### src/rtl/pdc_pkg.sv
// Shared constants for the pre-distortion calculator.
// Assumes 2 bits per cell and normalized levels scaled by 256.
package pdc_pkg;
    localparam int LVL_W_DEF  = 12;   // level width, 8 fraction bits
    localparam int COEF_W_DEF = 10;   // coefficient width, all fraction
    localparam int N_NBR_DEF  = 3;    // interfering neighbours per cell
    localparam int CODE_W_DEF = 5;    // width of the fine-grid code
    localparam int ST_W       = 2;    // state width
    localparam int N_ST       = 4;    // number of states
    localparam int VFY1_DEF   = 666;  // 2.6 units
    localparam int VFY2_DEF   = 819;  // 3.2 units
    localparam int VFY3_DEF   = 1006; // 3.93 units
endpackage

### src/rtl/pdc_term.sv
// One neighbour's coupling contribution: coef * (level - mean), floored to
// one level LSB. Assumes the coefficient is an unsigned pure fraction.
// An erased neighbour contributes zero.
module pdc_term #(
    parameter int LVL_W  = 12,
    parameter int COEF_W = 10,
    parameter int TERM_W = LVL_W + 2
) (
    input  logic [LVL_W-1:0]         lvl,
    input  logic [LVL_W-1:0]         mean,
    input  logic [COEF_W-1:0]        coef,
    input  logic                     erased,
    output logic signed [TERM_W-1:0] term
);
    localparam int PROD_W = LVL_W + COEF_W + 2;

    logic signed [LVL_W:0]    diff;
    logic signed [PROD_W-1:0] prod;
    logic signed [PROD_W-1:0] scaled;

    // Signed level excursion, product, and floor back to level units
    always_comb begin
        diff   = $signed({1'b0, lvl}) - $signed({1'b0, mean});
        prod   = PROD_W'(diff) * PROD_W'($signed({1'b0, coef}));
        scaled = prod >>> COEF_W;
        term   = erased ? '0 : TERM_W'(scaled);
    end
endmodule

### src/rtl/pdc_quant.sv
// Maps a signed verify target onto the 16- or 32-step grid.
// Negative targets go to 0, oversize targets saturate, and the result is
// held at or above the quantized lower-state level.
// Assumes LVL_W > CODE_W.
module pdc_quant #(
    parameter int LVL_W  = 12,
    parameter int TGT_W  = 18,
    parameter int CODE_W = 5
) (
    input  logic signed [TGT_W-1:0] target,
    input  logic [LVL_W-1:0]        floor_lvl,
    input  logic                    fine,
    output logic [CODE_W-1:0]       code
);
    localparam int SH_F  = LVL_W - CODE_W;
    localparam int SH_C  = SH_F + 1;
    localparam int MAX_F = (2 ** CODE_W) - 1;
    localparam int MAX_C = (2 ** (CODE_W - 1)) - 1;

    logic signed [TGT_W-1:0] q;
    logic signed [TGT_W-1:0] q_max;
    logic [LVL_W-1:0]        raw_w;
    logic [LVL_W-1:0]        lb_w;

    // Grid step, saturation and lower-state floor
    always_comb begin
        q     = fine ? (target >>> SH_F) : (target >>> SH_C);
        q_max = fine ? TGT_W'(MAX_F) : TGT_W'(MAX_C);
        lb_w  = fine ? (floor_lvl >> SH_F) : (floor_lvl >> SH_C);
        if (q < 0)
            raw_w = '0;
        else if (q > q_max)
            raw_w = LVL_W'(q_max);
        else
            raw_w = LVL_W'(q);
        code = CODE_W'((raw_w < lb_w) ? lb_w : raw_w);
    end
endmodule

### src/rtl/pgm_predistort.sv
// Pre-distortion calculator top. Three stages:
//   S1 looks up the neighbours' expected levels,
//   S2 forms the coupling terms,
//   S3 sums, subtracts from nominal and quantizes.
// One global stall holds all stages while the output waits.
// Assumes the configuration inputs are static while cells are in flight.
module pgm_predistort #(
    parameter int LVL_W  = pdc_pkg::LVL_W_DEF,
    parameter int COEF_W = pdc_pkg::COEF_W_DEF,
    parameter int N_NBR  = pdc_pkg::N_NBR_DEF,
    parameter int CODE_W = pdc_pkg::CODE_W_DEF,
    parameter int VFY1   = pdc_pkg::VFY1_DEF,
    parameter int VFY2   = pdc_pkg::VFY2_DEF,
    parameter int VFY3   = pdc_pkg::VFY3_DEF
) (
    input  logic                              clk,
    input  logic                              rst_n,
    input  logic                              i_valid,
    output logic                              i_ready,
    input  logic [pdc_pkg::ST_W-1:0]          i_state,
    input  logic [N_NBR*pdc_pkg::ST_W-1:0]    i_nbr_state,
    input  logic                              i_fine,
    input  logic [pdc_pkg::N_ST*LVL_W-1:0]    i_exp_lvl,
    input  logic [LVL_W-1:0]                  i_erase_mean,
    input  logic [N_NBR*COEF_W-1:0]           i_coef,
    output logic                              o_valid,
    input  logic                              o_ready,
    output logic [CODE_W-1:0]                 o_code,
    output logic                              o_noprog
);
    localparam int ST_W   = pdc_pkg::ST_W;
    localparam int TERM_W = LVL_W + 2;
    localparam int SUM_W  = TERM_W + $clog2(N_NBR) + 1;
    localparam int TGT_W  = SUM_W + 1;

    logic adv;
    assign adv     = !o_valid || o_ready;
    assign i_ready = adv;

    // Stage 1 state
    logic                    s1_vld, s1_fine;
    logic [ST_W-1:0]         s1_state;
    logic [LVL_W-1:0]        s1_lvl    [N_NBR];
    logic                    s1_erased [N_NBR];
    logic [LVL_W-1:0]        lvl_sel   [N_NBR];
    logic [ST_W-1:0]         nbr_st    [N_NBR];

    // Stage 2 state
    logic                    s2_vld, s2_fine;
    logic [ST_W-1:0]         s2_state;
    logic signed [TERM_W-1:0] term_w  [N_NBR];
    logic signed [TERM_W-1:0] s2_term [N_NBR];

    // Stage 3 combinational
    logic signed [SUM_W-1:0] interf;
    logic [LVL_W-1:0]        nominal, floor_lvl;
    logic signed [TGT_W-1:0] target;
    logic [CODE_W-1:0]       code_w;
    logic                    o_fine;

    // Per-neighbour table lookup and coupling term
    for (genvar g = 0; g < N_NBR; g++) begin : g_nbr
        assign nbr_st[g]  = i_nbr_state[g*ST_W +: ST_W];
        assign lvl_sel[g] = i_exp_lvl[nbr_st[g]*LVL_W +: LVL_W];
        pdc_term #(.LVL_W(LVL_W), .COEF_W(COEF_W), .TERM_W(TERM_W)) u_term (
            .lvl    (s1_lvl[g]),
            .mean   (i_erase_mean),
            .coef   (i_coef[g*COEF_W +: COEF_W]),
            .erased (s1_erased[g]),
            .term   (term_w[g])
        );
    end

    // S1: capture cell and neighbour levels
    always_ff @(posedge clk) begin
        if (!rst_n) begin
            s1_vld   <= 1'b0;
            s1_fine  <= 1'b0;
            s1_state <= '0;
            for (int k = 0; k < N_NBR; k++) begin
                s1_lvl[k]    <= '0;
                s1_erased[k] <= 1'b1;
            end
        end else if (adv) begin
            s1_vld   <= i_valid;
            s1_fine  <= i_fine;
            s1_state <= i_state;
            for (int k = 0; k < N_NBR; k++) begin
                s1_lvl[k]    <= lvl_sel[k];
                s1_erased[k] <= (nbr_st[k] == '0);
            end
        end
    end

    // S2: capture coupling terms
    always_ff @(posedge clk) begin
        if (!rst_n) begin
            s2_vld   <= 1'b0;
            s2_fine  <= 1'b0;
            s2_state <= '0;
            for (int k = 0; k < N_NBR; k++) s2_term[k] <= '0;
        end else if (adv) begin
            s2_vld   <= s1_vld;
            s2_fine  <= s1_fine;
            s2_state <= s1_state;
            for (int k = 0; k < N_NBR; k++) s2_term[k] <= term_w[k];
        end
    end

    // S3 combinational: total shift, nominal and floor per victim state
    always_comb begin
        interf = '0;
        for (int k = 0; k < N_NBR; k++) interf = interf + SUM_W'(s2_term[k]);
        case (s2_state)
            2'd1:    begin nominal = LVL_W'(VFY1); floor_lvl = i_erase_mean;   end
            2'd2:    begin nominal = LVL_W'(VFY2); floor_lvl = LVL_W'(VFY1);   end
            2'd3:    begin nominal = LVL_W'(VFY3); floor_lvl = LVL_W'(VFY2);   end
            default: begin nominal = '0;           floor_lvl = '0;             end
        endcase
        target = $signed({{(TGT_W-LVL_W){1'b0}}, nominal}) - TGT_W'(interf);
    end

    pdc_quant #(.LVL_W(LVL_W), .TGT_W(TGT_W), .CODE_W(CODE_W)) u_quant (
        .target    (target),
        .floor_lvl (floor_lvl),
        .fine      (s2_fine),
        .code      (code_w)
    );

    // S3: output register
    always_ff @(posedge clk) begin
        if (!rst_n) begin
            o_valid  <= 1'b0;
            o_code   <= '0;
            o_noprog <= 1'b0;
            o_fine   <= 1'b0;
        end else if (adv) begin
            o_valid  <= s2_vld;
            o_noprog <= (s2_state == '0);
            o_code   <= (s2_state == '0) ? '0 : code_w;
            o_fine   <= s2_fine;
        end
    end

    // stalled result holds
    assert_hold_R9: assert property (@(posedge clk) disable iff (!rst_n)
        o_valid && !o_ready |=> o_valid && $stable(o_code) && $stable(o_noprog));

    // an erased cell carries a zero code
    assert_noprog_code_R1: assert property (@(posedge clk) disable iff (!rst_n)
        o_valid && o_noprog |-> o_code == '0);

    // the coarse grid stays within 16 steps
    assert_coarse_range_R5: assert property (@(posedge clk) disable iff (!rst_n)
        o_valid && !o_fine |-> o_code < CODE_W'(2 ** (CODE_W - 1)));

    // a valid second stage reaches the output when the pipe advances
    assert_fill_R8: assert property (@(posedge clk) disable iff (!rst_n)
        s2_vld && adv |=> o_valid);
endmodule

### config.mk
export PLATFORM = sky130hd
export DESIGN_NAME = pgm_predistort
export DESIGN_NICKNAME = d
export VERILOG_FILES = /design/src/rtl/pdc_pkg.sv /design/src/rtl/pdc_term.sv /design/src/rtl/pdc_quant.sv /design/src/rtl/pgm_predistort.sv
export SDC_FILE = /design/constraint.sdc
export NUM_CORES = 1
export LEC_CHECK = 0
export BUFFER_PORTS_ARGS = -buffer_cell sky130_fd_sc_hd__buf_2
export CAP_MARGIN = 0
export CORE_ASPECT_RATIO = 0.7
export CORE_MARGIN = 2
export CORE_UTILIZATION = 45
export DETAILED_ROUTE_END_ITERATION = 10
export PLACE_DENSITY_LB_ADDON = 0.05
export SLEW_MARGIN = 15
export SYNTH_ARGS = -nofsm -noshare
export SYNTH_HDL_FRONTEND = slang
export SYNTH_SLANG_ARGS = --single-unit
### constraint.sdc
create_clock -name clk -period 9.98 [get_ports clk]
set_input_delay 0.499 -clock clk [delete_from_list [all_inputs] [get_ports clk]]
set_output_delay 0.499 -clock clk [all_outputs]
set_load 0.02 [all_outputs]
==> Word level (Yosys, flattened, before mapping) <==
Memories as Yosys holds them, arrays and structs flattened.
Cells that the tools add are included.
W data, S select, Z words.
{ "word_totals": {"memories": 3, "in_bits": 103, "output_inout_bits": 8, "latchBits": 0, "ram_bits": 81, "mem_bits_ro": 0, "ff_bits": 15, "wordCells": 73} }
{ "memory_table": {"columns": ["memory", "words", "width", "rd", "rd_clocked_by_memory_dff", "wr", "line", "source"], "rows": [
  ["s2_term", 3, 14, 3, 0, 3, "pgm_predistort.sv:52", "logic signed [TERM_W-1:0] s2_term [N_NBR];"],
  ["s1_lvl", 3, 12, 3, 0, 3, "pgm_predistort.sv:43", "logic [LVL_W-1:0] s1_lvl [N_NBR];"],
  ["s1_erased", 3, 1, 3, 0, 3, "pgm_predistort.sv:44", "logic s1_erased [N_NBR];"]
]} }
{ "op_classes": {"n_lt_le_gt_ge": 3, "shift": 3, "add_sub_neg": 6, "n_div": 0, "n_reduce_logical": 6, "mux": 25, "bitwise_logic": 9, "eq_ne": 3, "n_mul": 6} }
{ "op_table": {"columns": ["cell", "n"], "rows": [
  ["$shiftx A48 B7 Y12", 3],
  ["$mux W14", 6],
  ["$mul A13 B11 Y24", 3],
  ["$mux W12", 5],
  ["$sub A12 B12 Y13", 3],
  ["$pmux W12 S3", 1],
  ["$pmux W10 S3", 1],
  ["$mux W5", 4],
  ["$sub A11 B16 Y17", 1],
  ["$add A15 B14 Y16", 1],
  ["$add A14 B14 Y15", 1],
  ["$lt A12 B5 Y1", 1],
  ["$mul A2 B2 Y4 const B", 3],
  ["$gt A10 B6 Y1", 1],
  ["$lt A10 B1 Y1 const B", 1],
  ["$mux W9", 1],
  ["$or A1 B1 Y1", 9],
  ["$logic_not A2 Y1", 4],
  ["$mux W1", 7],
  ["$eq A2 B2 Y1 const B", 2],
  ["$eq A2 B1 Y1 const B", 1],
  ["$logic_not A1 Y1", 1],
  ["$logic_or A1 B1 Y1", 1]
]} }

==> Depth between registers and ports, before layout <==
An unclocked memory read counts as a cell.
{ "depth": {"depth_word": 11, "depth_mapped": 34, "ltp_nobuf": 34} }

==> By module <==
A second synthesis with hierarchy kept.
{ "hier_totals": {"hier_cells": 2765, "hier_area_um2": 25107.8} }
{ "by_module_without_submodules": {"columns": ["module", "cells_each", "seq_area_each_um2", "area_per_inst_um2", "instances"], "rows": [
  ["pdc_term at g_nbr[1].u_term", 778, 0.0, 6444.9, 1],
  ["pdc_term at g_nbr[2].u_term", 737, 0.0, 6271.0, 1],
  ["pgm_predistort", 509, 2732.6, 6143.4, 1],
  ["pdc_term at g_nbr[0].u_term", 701, 0.0, 5904.4, 1],
  ["pdc_quant", 40, 0.0, 344.1, 1]
]} }

==> Least setup slack after synthesis <==
Ideal clock, no wire load.
{ "synth_path": {"path_kind": "in2reg", "startpoint": "input port i_erase_mean[0]", "endpoint": "memory s2_term[0][25] (netlist name) (data pin)", "arrival_time_ps": 7183, "required_time_ps": 9714, "path_slack_ps": 2531, "n_path_buf": 1, "setup_ps": 266, "path_stages": 29, "cell_sequence": "ha_1 > inv_1 > fa_1 > a21o_1 > a21oi_1 > o21ai_0 > a21oi_1 > o21bai_1 > a21oi_1 > o21ai_1 > or4_1 > o21ai_2 > buf_2 > nand2_1 > fa_1 > fa_1 > fa_1 > fa_1 > fa_1 > inv_1 > ha_1 > and3_1 > a221oi_1 > nand2b_1 > a41oi_1 > nand2b_1 > a21oi_1 > xor2_1 > nor2_1"} }
{ "synth_rtl": {"columns": ["item", "line", "source"], "rows": [
  ["from (decl)", "pgm_predistort.sv:24", "input logic [LVL_W-1:0] i_erase_mean,"],
  ["to (decl)", "pgm_predistort.sv:52", null]
]} }

==> impl_results.md <==
* Worst skew pair latency at 390 ps
* Yosys cell types at 72
* DRT iter0 DRCs at 836
* CP max FO at 10
* Top_reg_cell synth: edfxtp_1
* Flop-to-flop setup slack at 1810 ps
* Setup CP Type: reg2reg
* Post-synthesis simple-gate area fraction at 0.157
* Critical Path Sink Type: flop
* Sequential share of the synthesized area at 0.126
* Grt ovf at 0
* Tightest Pin Transition at 1130 ps
* NumNets Final at 3088
* Top post-synthesis cells by area: fa_1 36%, ha_1 13%, edfxtp_1 11%
* Post-CTS sizing at 0
* Status: complete, no violations
* Post-Route WL at 53300 um
* Die width at 266 um
* Reg2Reg Depth at 30
* Xor-xnor portion of the synthesized cell area at 0.0339
* Cts bufs inserted at 9
* Syn nets at 3008
* Dpl hpwl at 45100 um
* Worst Skew at 20.8 ps
* Clock slew at reported path FFs at 90 ps
* Drc violations at 0
* Drt pass-1 iters at 5
* Layout area overhead at 7.34%
* Hold Crit Class: in2reg
* Post-synthesis adder-cell area fraction at 0.484
* Vias/cell at 5.09
* Setup crit start: s1_lvl[0][24]
* Number of synthesized register bits at 96
* RSZ-0062 raised after global routing: no
* Cell Rows at 67
* Deepest clock path buffer count at 2
* Antenna Nets Post-Route at 0
* Diodes inserted at 0
* Ranking of synthesized cells by instance count: 529 x inv_1, 385 x fa_1, 275 x nand2_1, 224 x ha_1, 152 x and2_1
* Post-synth EDFFs at 81
* Post-CTS Setup Repair Bufs at 0
* Filler cell count at 4570
* Top cell by count, worst path: fa_1
* Core area at 47700 um2
* Synth area leader: fa_1
* R2r endpoint: s2_term[0][41]
* Number of max-slew violations in the final report at 0
* Slowest cell delay on critical path at 770 ps
* Final Setup Violations at 0
* Vias in the first global route at 16100
* Compound-Gate Fraction of Synth Area at 0.0591
* Most frequent cell after synthesis: inv_1
* First-pass GRT wire length at 88300 um
* Mux cell area share after synthesis at 0.0383
* Max-Cap Viols at 0
* CTS tree: yes
* Fmax at 0.122 GHz
* Main combinational cell family by area after synthesis: adder cells
* Hold buffers post-CTS at 0
* Synth Warn # at 0
* Die Ht at 188 um
* Layout cells sized above 1 at 0.0848
* CP Launch Type: flop
* Worst setup endpoint: s2_term[0][41]
* Htree depth at 3
* Mapped Area at 21700 um2
* Async S/R FF share, synth at 0
* Worst flop-to-flop path startpoint: s1_lvl[0][24]
* Post-Route Setup TNS at 0 ps
* Slowest CP cell: xor2_1
* Clk sinks at 96
* Wire length per cell at 17.8 um
* WP data arrival at 8280 ps
* Required @ worst endpoint at 10080 ps
* Port bufs at 110
* Root Buffer: clkbuf_16
* Vias at 15300
* Largest net degree at the start of global routing at 82
* Post-synth top area share at 0.355
* Minimum clock period at 8170 ps
* Hold Vio Cnt, Final at 0
* Antenna violations before repair at 1
* Starting Density at 0.455
* RePlAce Congestion at 0.841
* Gr usage total at 0.226
* Die ar. at 50000 um2
* Boundary pin count at 111
* Syn Inst Count at 2296
* Avg Cell Area, Syn at 9.45 um2
* Slew headroom at 0.242
* Period utilisation layout at 0.819
-- state kept, by name, summed over array words and instances (netlist names) --
name and flops:
o_code 5, o_noprog 1, o_valid 1, s1_erased 3, s1_fine 1, s1_lvl 36
s1_state 2, s1_vld 1, s2_fine 1, s2_state 2, s2_term 42, s2_vld 1
-- how the worst min path moves through the flow --
stage | end | cells after the start | from | slack, ps
final | s1_state[0] | 3 | i_state[0] | 400
after detailed placement | o_noprog | 2 | o_noprog | 460
after global routing | s1_state[0] | 3 | i_state[0] | 400
after global placement | o_noprog | 2 | o_noprog | 450
after CTS | s1_fine | 3 | i_fine | 390
after floorplan | o_valid | 1 | s2_vld | 440
-- placed cells by master, fill, tap and decap left out, types with 18 or more instances in the layout --
master and count:
a21oi_1 60, and2_1 152, and3_1 45, buf_2 110
buf_4 18, edfxtp_1 81, fa_1 385, ha_1 224
inv_1 529, mux4_2 36, nand2_1 274, nand2b_1 22
nor2_1 90, nor2b_1 52, nor3_1 19, o21ai_0 41
xnor2_1 55, xor2_1 26
-- stage by stage --
step / utilization / hold WS (ps) / area (um2) / setup WS (ps) / instances
4_1_cts: 0.488 / 387 / 23300 / 1770 / 3002
5_1_grt: 0.488 / 398 / 23300 / 1080 / 3002
2_1_floorplan: - / 441 / 21700 / 2530 / 2296
6_report: 0.488 / 396 / 23300 / 1810 / 3002
3_3_place_gp: 0.481 / 449 / 23000 / 1640 / 2986
3_5_place_dp: 0.481 / 458 / 23000 / 1520 / 2986
-- cell families after synthesis --
family | Yosys count
compound gates | 192
xor+xnor | 84
fa+ha+maj | 609
buf+inv | 588
flops | 96
mux | 38
simple gates | 689
-- final cells by class --
cell class / instances / area (um2) / share of cell area
clock inverter: 7 / 98.8 / 0.00424
sequential: 96 / 2730 / 0.117
inverter: 529 / 1990 / 0.0852
multi-input combinational: 1612 / 16800 / 0.721
timing repair buffer: 128 / 686 / 0.0294
clock buffer: 9 / 225 / 0.00967
tap: 621 / 777 / 0.0334
-- worst max-delay path, delay by kind of cell (launching register included) --
family                     cells  cell delay (ps)
buffers and inverters          2              130
AOI/OAI and AO/OA             14             2710
and+or+nand+nor                4              410
DFF                            1              380
xor gates and xnor gates       2              950
adders and majority gates      8             3290
-- layer usage --
metal,track usage,vias to the layer above,part of all wire
li1,-,7266,-
met3,0.0318,25,0.054
met5,0,-,0
met2,0.334,308,0.42
met1,0.357,7674,0.51
met4,0.0331,0,0.011
Power is not shown: default switching activity piles up to over one toggle a cycle in this logic, so the estimate is an artifact.
